===== src/rtl/pic_pkg.sv =====
package pic_pkg;
    localparam int LINES = 8;
    localparam int LVL_W = $clog2(LINES);

    typedef logic [LVL_W-1:0] lvl_t;
    typedef logic [LINES-1:0] line_vec_t;

    typedef enum logic [2:0] {
        OP_NOP       = 3'b000,
        OP_NS_EOI    = 3'b001,
        OP_AROT_OFF  = 3'b010,
        OP_SP_EOI    = 3'b011,
        OP_AROT_ON   = 3'b100,
        OP_ROT_NS    = 3'b101,
        OP_SET_LOW   = 3'b110,
        OP_ROT_SP    = 3'b111
    } op_code_e;

    typedef enum logic [1:0] {
        WA_MASK = 2'd0,
        WA_OP   = 2'd1,
        WA_MODE = 2'd2,
        WA_NONE = 2'd3
    } wr_addr_e;

    typedef struct packed {
        logic hit;
        lvl_t lvl;
    } pick_t;

    typedef struct packed {
        logic smm;
        logic aeoi;
        logic rot_aeoi;
    } mode_t;

    // rank 0 is the line just after the lowest-priority pointer
    function automatic lvl_t rank_of(lvl_t line, lvl_t lowest);
        return line - lowest - lvl_t'(1);
    endfunction

    // first set bit in circular priority order
    function automatic pick_t pick_first(line_vec_t v, lvl_t lowest);
        pick_t p;
        p = '0;
        for (int k = LINES - 1; k >= 0; k--) begin
            lvl_t ln;
            ln = lowest + lvl_t'(k) + lvl_t'(1);
            if (v[ln]) begin
                p.hit = 1'b1;
                p.lvl = ln;
            end
        end
        return p;
    endfunction
endpackage


===== src/rtl/pic_req_latch.sv =====
module pic_req_latch
    import pic_pkg::*;
(
    input  logic      clk,
    input  logic      rst,
    input  line_vec_t irq_in,
    input  logic      clr_en,
    input  lvl_t      clr_lvl,
    output line_vec_t irr
);
    line_vec_t prev_q;
    line_vec_t rise;
    line_vec_t clr_mask;

    for (genvar g = 0; g < LINES; g++) begin : g_line
        assign rise[g]     = irq_in[g] & ~prev_q[g];
        assign clr_mask[g] = clr_en && (clr_lvl == lvl_t'(g));
    end

    always_ff @(posedge clk) begin
        if (rst) begin
            prev_q <= '0;
            irr    <= '0;
        end else begin
            prev_q <= irq_in;
            irr    <= (irr & ~clr_mask) | rise;
        end
    end
endmodule


===== src/rtl/pic_resolver.sv =====
module pic_resolver
    import pic_pkg::*;
(
    input  line_vec_t irr,
    input  line_vec_t imr,
    input  line_vec_t isr,
    input  logic      smm,
    input  lvl_t      low_lvl,
    output logic      grant,
    output lvl_t      win_lvl
);
    line_vec_t cand;
    line_vec_t blockers;
    pick_t     top_req;
    pick_t     top_blk;
    lvl_t      req_rank;
    lvl_t      blk_rank;

    always_comb begin
        cand     = irr & ~imr;
        blockers = smm ? (isr & ~imr) : isr;
        top_req  = pick_first(cand, low_lvl);
        top_blk  = pick_first(blockers, low_lvl);
        req_rank = rank_of(top_req.lvl, low_lvl);
        blk_rank = rank_of(top_blk.lvl, low_lvl);
        grant    = top_req.hit && (!top_blk.hit || (req_rank < blk_rank));
        win_lvl  = top_req.lvl;
    end
endmodule


===== src/rtl/pic_service.sv =====
module pic_service
    import pic_pkg::*;
(
    input  logic      clk,
    input  logic      rst,
    input  logic      ack_grant,
    input  lvl_t      win_lvl,
    input  logic      op_we,
    input  op_code_e  op_code,
    input  lvl_t      op_lvl,
    input  logic      mode_we,
    input  logic [1:0] mode_smm_bits,
    input  logic [1:0] mode_aeoi_bits,
    output line_vec_t isr,
    output lvl_t      low_lvl,
    output mode_t     mode
);
    line_vec_t isr_n;
    lvl_t      low_n;
    mode_t     mode_n;
    pick_t     top_isr;

    always_comb begin
        isr_n   = isr;
        low_n   = low_lvl;
        mode_n  = mode;
        top_isr = pick_first(isr, low_lvl);

        if (ack_grant) begin
            if (!mode.aeoi) isr_n[win_lvl] = 1'b1;
            else if (mode.rot_aeoi) low_n = win_lvl;
        end

        if (op_we) begin
            case (op_code)
                OP_NS_EOI: if (top_isr.hit) isr_n[top_isr.lvl] = 1'b0;
                OP_SP_EOI: isr_n[op_lvl] = 1'b0;
                OP_ROT_NS: if (top_isr.hit) begin
                    isr_n[top_isr.lvl] = 1'b0;
                    low_n = top_isr.lvl;
                end
                OP_ROT_SP: begin
                    isr_n[op_lvl] = 1'b0;
                    low_n = op_lvl;
                end
                OP_SET_LOW:  low_n = op_lvl;
                OP_AROT_ON:  mode_n.rot_aeoi = 1'b1;
                OP_AROT_OFF: mode_n.rot_aeoi = 1'b0;
                default: ;
            endcase
        end

        if (mode_we) begin
            if (mode_smm_bits == 2'b11) mode_n.smm = 1'b1;
            else if (mode_smm_bits == 2'b10) mode_n.smm = 1'b0;
            if (mode_aeoi_bits[1]) mode_n.aeoi = mode_aeoi_bits[0];
        end
    end

    always_ff @(posedge clk) begin
        if (rst) begin
            isr     <= '0;
            low_lvl <= lvl_t'(LINES - 1);
            mode    <= '0;
        end else begin
            isr     <= isr_n;
            low_lvl <= low_n;
            mode    <= mode_n;
        end
    end
endmodule


===== src/rtl/prio_irq_ctrl.sv =====
module prio_irq_ctrl
    import pic_pkg::*;
#(
    parameter logic [7:0] VEC_BASE = 8'h20
) (
    input  logic       clk,
    input  logic       rst,
    input  logic [7:0] irq_in,
    input  logic       wr_en,
    input  logic [1:0] wr_addr,
    input  logic [7:0] wr_data,
    input  logic [1:0] rd_addr,
    output logic [7:0] rd_data,
    input  logic       ack,
    output logic       int_out,
    output logic [7:0] vec_out
);
    localparam lvl_t SPUR_LVL = lvl_t'(LINES - 1);

    line_vec_t irr_q;
    line_vec_t isr_q;
    line_vec_t imr_q;
    lvl_t      low_lvl;
    mode_t     mode;
    logic      grant;
    lvl_t      win_lvl;
    logic      ack_grant;
    logic      smm_on;
    logic      aeoi_on;
    wr_addr_e  waddr;

    assign waddr     = wr_addr_e'(wr_addr);
    assign ack_grant = ack && grant;
    assign smm_on    = mode.smm;
    assign aeoi_on   = mode.aeoi;

    always_ff @(posedge clk) begin
        if (rst) imr_q <= '0;
        else if (wr_en && waddr == WA_MASK) imr_q <= wr_data;
    end

    pic_req_latch u_req (
        .clk     (clk),
        .rst     (rst),
        .irq_in  (irq_in),
        .clr_en  (ack_grant),
        .clr_lvl (win_lvl),
        .irr     (irr_q)
    );

    pic_resolver u_res (
        .irr     (irr_q),
        .imr     (imr_q),
        .isr     (isr_q),
        .smm     (mode.smm),
        .low_lvl (low_lvl),
        .grant   (grant),
        .win_lvl (win_lvl)
    );

    pic_service u_svc (
        .clk            (clk),
        .rst            (rst),
        .ack_grant      (ack_grant),
        .win_lvl        (win_lvl),
        .op_we          (wr_en && waddr == WA_OP),
        .op_code        (op_code_e'(wr_data[7:5])),
        .op_lvl         (wr_data[2:0]),
        .mode_we        (wr_en && waddr == WA_MODE),
        .mode_smm_bits  (wr_data[6:5]),
        .mode_aeoi_bits (wr_data[1:0]),
        .isr            (isr_q),
        .low_lvl        (low_lvl),
        .mode           (mode)
    );

    always_comb begin
        case (rd_addr)
            2'd0:    rd_data = irr_q;
            2'd1:    rd_data = isr_q;
            2'd2:    rd_data = imr_q;
            default: rd_data = {mode.smm, mode.aeoi, mode.rot_aeoi, 2'b00, low_lvl};
        endcase
    end

    assign int_out = grant;
    assign vec_out = {VEC_BASE[7:3], grant ? win_lvl : SPUR_LVL};
endmodule


===== config.mk =====
export PLATFORM = sky130hd
export DESIGN_NAME = prio_irq_ctrl
export DESIGN_NICKNAME = d
export VERILOG_FILES = /design/src/rtl/pic_pkg.sv /design/src/rtl/pic_req_latch.sv /design/src/rtl/pic_resolver.sv /design/src/rtl/pic_service.sv /design/src/rtl/prio_irq_ctrl.sv
export SDC_FILE = /design/constraint.sdc
export NUM_CORES = 1
export LEC_CHECK = 0
export BUFFER_PORTS_ARGS = -buffer_cell sky130_fd_sc_hd__buf_2
export CAP_MARGIN = 10
export CORE_MARGIN = 2
export CORE_UTILIZATION = 30
export CTS_BUF_LIST = sky130_fd_sc_hd__clkbuf_16
export CTS_CLUSTER_DIAMETER = 60
export DETAILED_ROUTE_END_ITERATION = 10
export GPL_ROUTABILITY_DRIVEN = 0
export GPL_TIMING_DRIVEN = 1
export HOLD_SLACK_MARGIN = 0.08
export PLACE_DENSITY = 0.5
export SLEW_MARGIN = 20
export SYNTH_ARGS = -nofsm -noshare
export SYNTH_HDL_FRONTEND = slang
export SYNTH_SLANG_ARGS = --single-unit

===== constraint.sdc =====
create_clock -name clk -period 16.4 [get_ports clk]
set_input_delay 1.64 -clock clk [delete_from_list [all_inputs] [get_ports clk]]
set_output_delay 1.64 -clock clk [all_outputs]
set_load 0.02 [all_outputs]

==> results by stage <==
STA:
- The final count of negative-setup-slack endpoints is 0.
- The worst clock skew is 0.00458 ns.
- Static timing analysis puts the maximum clock frequency at 0.122 GHz.
- The final number of max-transition violations is 0.
- In this run the tightest slew margin relative to its limit is 27.1%.
- The fraction of the cycle the final worst path needs is 50.0%.
- Setup repair after global routing left no endpoint under its margin.
- The summed negative setup slack over all endpoints is 0 ns.
- The worst path needs 8.21 ns of the cycle, external delays included.
- The actual transition at the worst max-transition pin is 1.09 ns.
- The final-report hold violation count came to 0.

Synth:
- Dividing the synthesized area by the synthesized cell count gives 8.77 µm².
- After synthesis, flip-flops and latches occupy 14.3% of the total area.
- For this run, the number of Yosys warnings is 0.
- Synthesis handed over a netlist of 607 instances.
- After synthesis, the netlist uses 85 different library cells.
- The proportion of synthesized flip-flops having asynchronous set or reset is 0%.
- The post-synthesis instance area is 5320 µm².
- The cell type with the highest aggregate area in the netlist is sky130_fd_sc_hd__mux4_2.
- By area the synthesized netlist is led by sky130_fd_sc_hd__mux4_2 16%, sky130_fd_sc_hd__dfxtp_1 14%, sky130_fd_sc_hd__mux2i_1 9.0%.
- The area share of the largest cell type after synthesis is 16.1%.
- Synthesis inferred 38 register bits.
- Yosys mapped a number of flops with a built-in enable equal to 0.
- For this run, the leading register cell type out of synthesis is sky130_fd_sc_hd__dfxtp_1.

Power:
- The highest ir drop seen on vdd is 0.0914 mV.
- The cell area power density is 102 nW/µm².
- The analysis attributes to cell leakage a power of 2.11 nW.

Clock tree:
- TritonCTS built the clock tree.
- Buffers added to address setup during post-CTS repair amount to 0.
- The cts-stage hold buffer count is 0.
- TritonCTS created 5 clock buffers.
- Clock latency on the worst-skew pair, taken at its later pin, is 0.29 ns.
- The cell chosen for the clock root is sky130_fd_sc_hd__clkbuf_16.
- The number of resized instances in the post-cts repair step is 0.
- Counting every sink on the clock net gives 38.
- After clock tree synthesis, the clock-pin slew on the worst setup and hold paths is 0.06 ns.
- In this run the number of H-tree levels came out at 2.
- The maximum root-to-sink buffer count is 2.

Cells and area:
- The fraction of layout cells with a size suffix above 1 is 24.0%.
- The filler cells instantiated in the layout total 1815.
- The library cells used most frequently in the layout, excluding fill and tap cells, are 48 x sky130_fd_sc_hd__mux2i_1, 47 x sky130_fd_sc_hd__nand2_1, 42 x sky130_fd_sc_hd__a21oi_1.
- The combined area of the multi-input logic cells is 4220 µm².
- Across the whole layout, storage elements account for 762 µm².
- For this run, the number of standard cells in the final layout without fillers is 834.
- The repair_antennas step left the layout with diodes totalling 0.
- From synthesis to final layout, the design area changed by 8.32%.
- At the end of the flow, the number of nets in the layout was 640.
- Leaving out fill and tap cells, the most frequent cell in the layout is sky130_fd_sc_hd__mux2i_1.

Floorplan:
- The die is 137 µm wide.
- The floorplan step defined a die boundary enclosing 18800 µm².
- 41 I/O pins were placed.
- The floorplan step set the die height to 137 µm.
- The row count is 48.
- The initial core utilization is 30.8%.
- The floorplan step defined a core boundary enclosing 17300 µm².

Routing:
- The antenna violation net count after detailed routing is 0.
- The via count is 5068.
- In the routed layout, each cell is associated on average with a via count of 6.08.
- In the routed design, unresolved DRC markers number 0.
- The detailed router's first-iteration violation count is 365.
- The first TritonRoute pass finished after 5 iterations.
- In the final routed layout, each cell accounts on average for 20.8 µm.
- Summed over all layers, the routed wires come to 17.3 mm.

Placed design:
- The sum of net half-perimeters after detailed placement is 12.9 mm.
- The count of buffers added on input and output ports is 35.
- The number of instances in the placed design is 826.

Hold path:
- The path class of the tightest hold or removal check is reg -> reg.

Setup path:
- For the worst setup path, the data arrival time is 6.57 ns.
- The data required time of the worst path is 14.76 ns.
- For this design, the slowest cell found on the critical path is sky130_fd_sc_hd__ha_2.
- By startpoint and endpoint, the worst setup path is classified as reg -> out.
- The critical path goes through buf_4, inv_8, ha_2, buf_4, inv_1, mux2i_1, mux2_2, inv_1, a221oi_1, o21ai_0, nand2_1, o21ai_0, ha_1, fa_1, inv_1, ha_1, a21o_1, a21oi_1, a31oi_2, nor2_1, o21ai_0, buf_2.
- STA classifies the critical path startpoint as a register.
- The gate family responsible for the most delay along the worst path is buffers and inverters.
- The critical path contains buffers and inverters numbering 7 combined.
- The maximum net fanout on the critical path is 60.
- STA classifies the critical path endpoint as an output port.
- The largest single stage delay on the critical path is 0.80 ns.

GRT:
- The number of antenna violations at the first check in global routing is 0.
- The via count of the first global-routing pass is 4928.
- Global routing used 18.9% of the available tracks.
- The first global-routing pass estimated 27.7 mm of wire.
- The sum of overflow across all layers after global routing is 0.
- The pin count of the biggest net entering global routing is 61.

Status:
- The flow ran to the end, and the final reports show no timing, DRC or antenna violations.

Job:
- The tool flagged a number of max-cap violations equal to 0.
## final cells by class
type / count / share of cell area [%]
tap: 225 / 4.88
multi-input combinational: 503 / 73.2
sequential: 38 / 13.2
clock buffer: 5 / 2.17
inverter: 16 / 1.17
clock inverter: 3 / 1.19
timing repair buffer: 44 / 4.21
## kinds of logic after synthesis
logic type | count (synthesis) | synth area share (%)
muxes | 116 | 31.7
DFF | 38 | 14.3
other | 2 | 0.141
xor gates and xnor gates | 9 | 1.90
and+or+nand+nor | 190 | 19.4
adders and majority gates | 9 | 2.35
buffers and inverters | 69 | 6.72
AOI/OAI and AO/OA | 174 | 23.5
## metrics by stage
| stage | worst slack (ns) | hold WS (ns) | power, mW | instance area (µm²) | util [%] |
|---|---|---|---|---|---|
| after CTS | 8.21 | 0.494 | 0.586 | 5770 | 33.3 |
| after global routing | 7.62 | 0.521 | 0.628 | 5770 | 33.3 |
| after global placement | 8.76 | 0.481 | 0.453 | 5570 | 32.2 |
| after detailed placement | 8.50 | 0.487 | 0.457 | 5570 | 32.2 |
| after floorplan | 9.15 | 0.462 | 0.370 | 5330 | - |
| final | 8.19 | 0.484 | 0.587 | 5770 | 33.3 |
## cells in the mapped netlist (3+ instances only)
library cell and n:
sky130_fd_sc_hd__mux2i_1 48, sky130_fd_sc_hd__nand2_1 47, sky130_fd_sc_hd__a21oi_1 42, sky130_fd_sc_hd__nor2_1 40
sky130_fd_sc_hd__dfxtp_1 38, sky130_fd_sc_hd__mux4_2 38, sky130_fd_sc_hd__mux2_2 28, sky130_fd_sc_hd__clkbuf_1 25
sky130_fd_sc_hd__nand2b_1 22, sky130_fd_sc_hd__nor2b_1 22, sky130_fd_sc_hd__o21ai_0 22, sky130_fd_sc_hd__buf_2 15
sky130_fd_sc_hd__inv_1 15, sky130_fd_sc_hd__a211oi_1 12, sky130_fd_sc_hd__nor3_1 11, sky130_fd_sc_hd__a22oi_1 9
sky130_fd_sc_hd__o211ai_1 9, sky130_fd_sc_hd__a31oi_1 7, sky130_fd_sc_hd__nand3_1 7, sky130_fd_sc_hd__ha_1 6
sky130_fd_sc_hd__nor4_1 6, sky130_fd_sc_hd__o221ai_1 6, sky130_fd_sc_hd__o22ai_1 6, sky130_fd_sc_hd__o31ai_1 6
sky130_fd_sc_hd__a221oi_1 5, sky130_fd_sc_hd__and2_1 5, sky130_fd_sc_hd__buf_4 5, sky130_fd_sc_hd__or3_1 5
sky130_fd_sc_hd__a21o_1 4, sky130_fd_sc_hd__or2_2 4, sky130_fd_sc_hd__xnor2_1 4, sky130_fd_sc_hd__a22o_1 3
sky130_fd_sc_hd__and4_1 3, sky130_fd_sc_hd__buf_1 3, sky130_fd_sc_hd__nand3b_1 3, sky130_fd_sc_hd__o2111ai_1 3
sky130_fd_sc_hd__o21a_1 3, sky130_fd_sc_hd__o221a_2 3
## state kept, by name (all words and copies together), names as in the netlist
register / flops
u_svc.mode: 3
u_req.prev_q: 8
imr_q: 8
u_svc.isr: 8
u_svc.low_lvl: 3
u_req.irr: 8
## worst min-delay path, stage by stage (launching register included)
cell and delay (ns):
sky130_fd_sc_hd__dfxtp_1 0.30, sky130_fd_sc_hd__nand2b_1 0.09, sky130_fd_sc_hd__a21oi_1 0.05
## report_power, final
part | total [mW] | switching (mW) | internal, mW
registers | 0.121 | 0.0210 | 0.100
clock network | 0.127 | 0.0399 | 0.0874
logic | 0.339 | 0.201 | 0.137
total | 0.587 | 0.262 | 0.325
## path summary, 6_finish.rpt
path | startpoint | endpoint | slack (ns) | cells after the start
setup / recovery | u_svc.low_lvl[0]$_SDFF_PP1_ | vec_out[1] | 8.19 | 22
hold / removal | u_req.prev_q[1]$_SDFF_PP0_ | u_req.irr[1]$_SDFF_PP0_ | 0.48 | 2
setup reg to reg | u_svc.low_lvl[0]$_SDFF_PP1_ | u_svc.low_lvl[0]$_SDFF_PP1_ | 8.88 | 23
hold reg to reg | u_req.prev_q[1]$_SDFF_PP0_ | u_req.irr[1]$_SDFF_PP0_ | 0.48 | 2
## per-layer routing
layer  wire length [µm]  global-route usage [%]  vias to the layer above
li1                   -                       -                     2332
met1               8270                    27.8                     2494
met2               7650                    28.9                      218
met3               1150                    2.87                       24
met4                250                    4.93                        0
met5                  0                       0                        -
No activity file was read; power rests on OpenSTA's default activity.
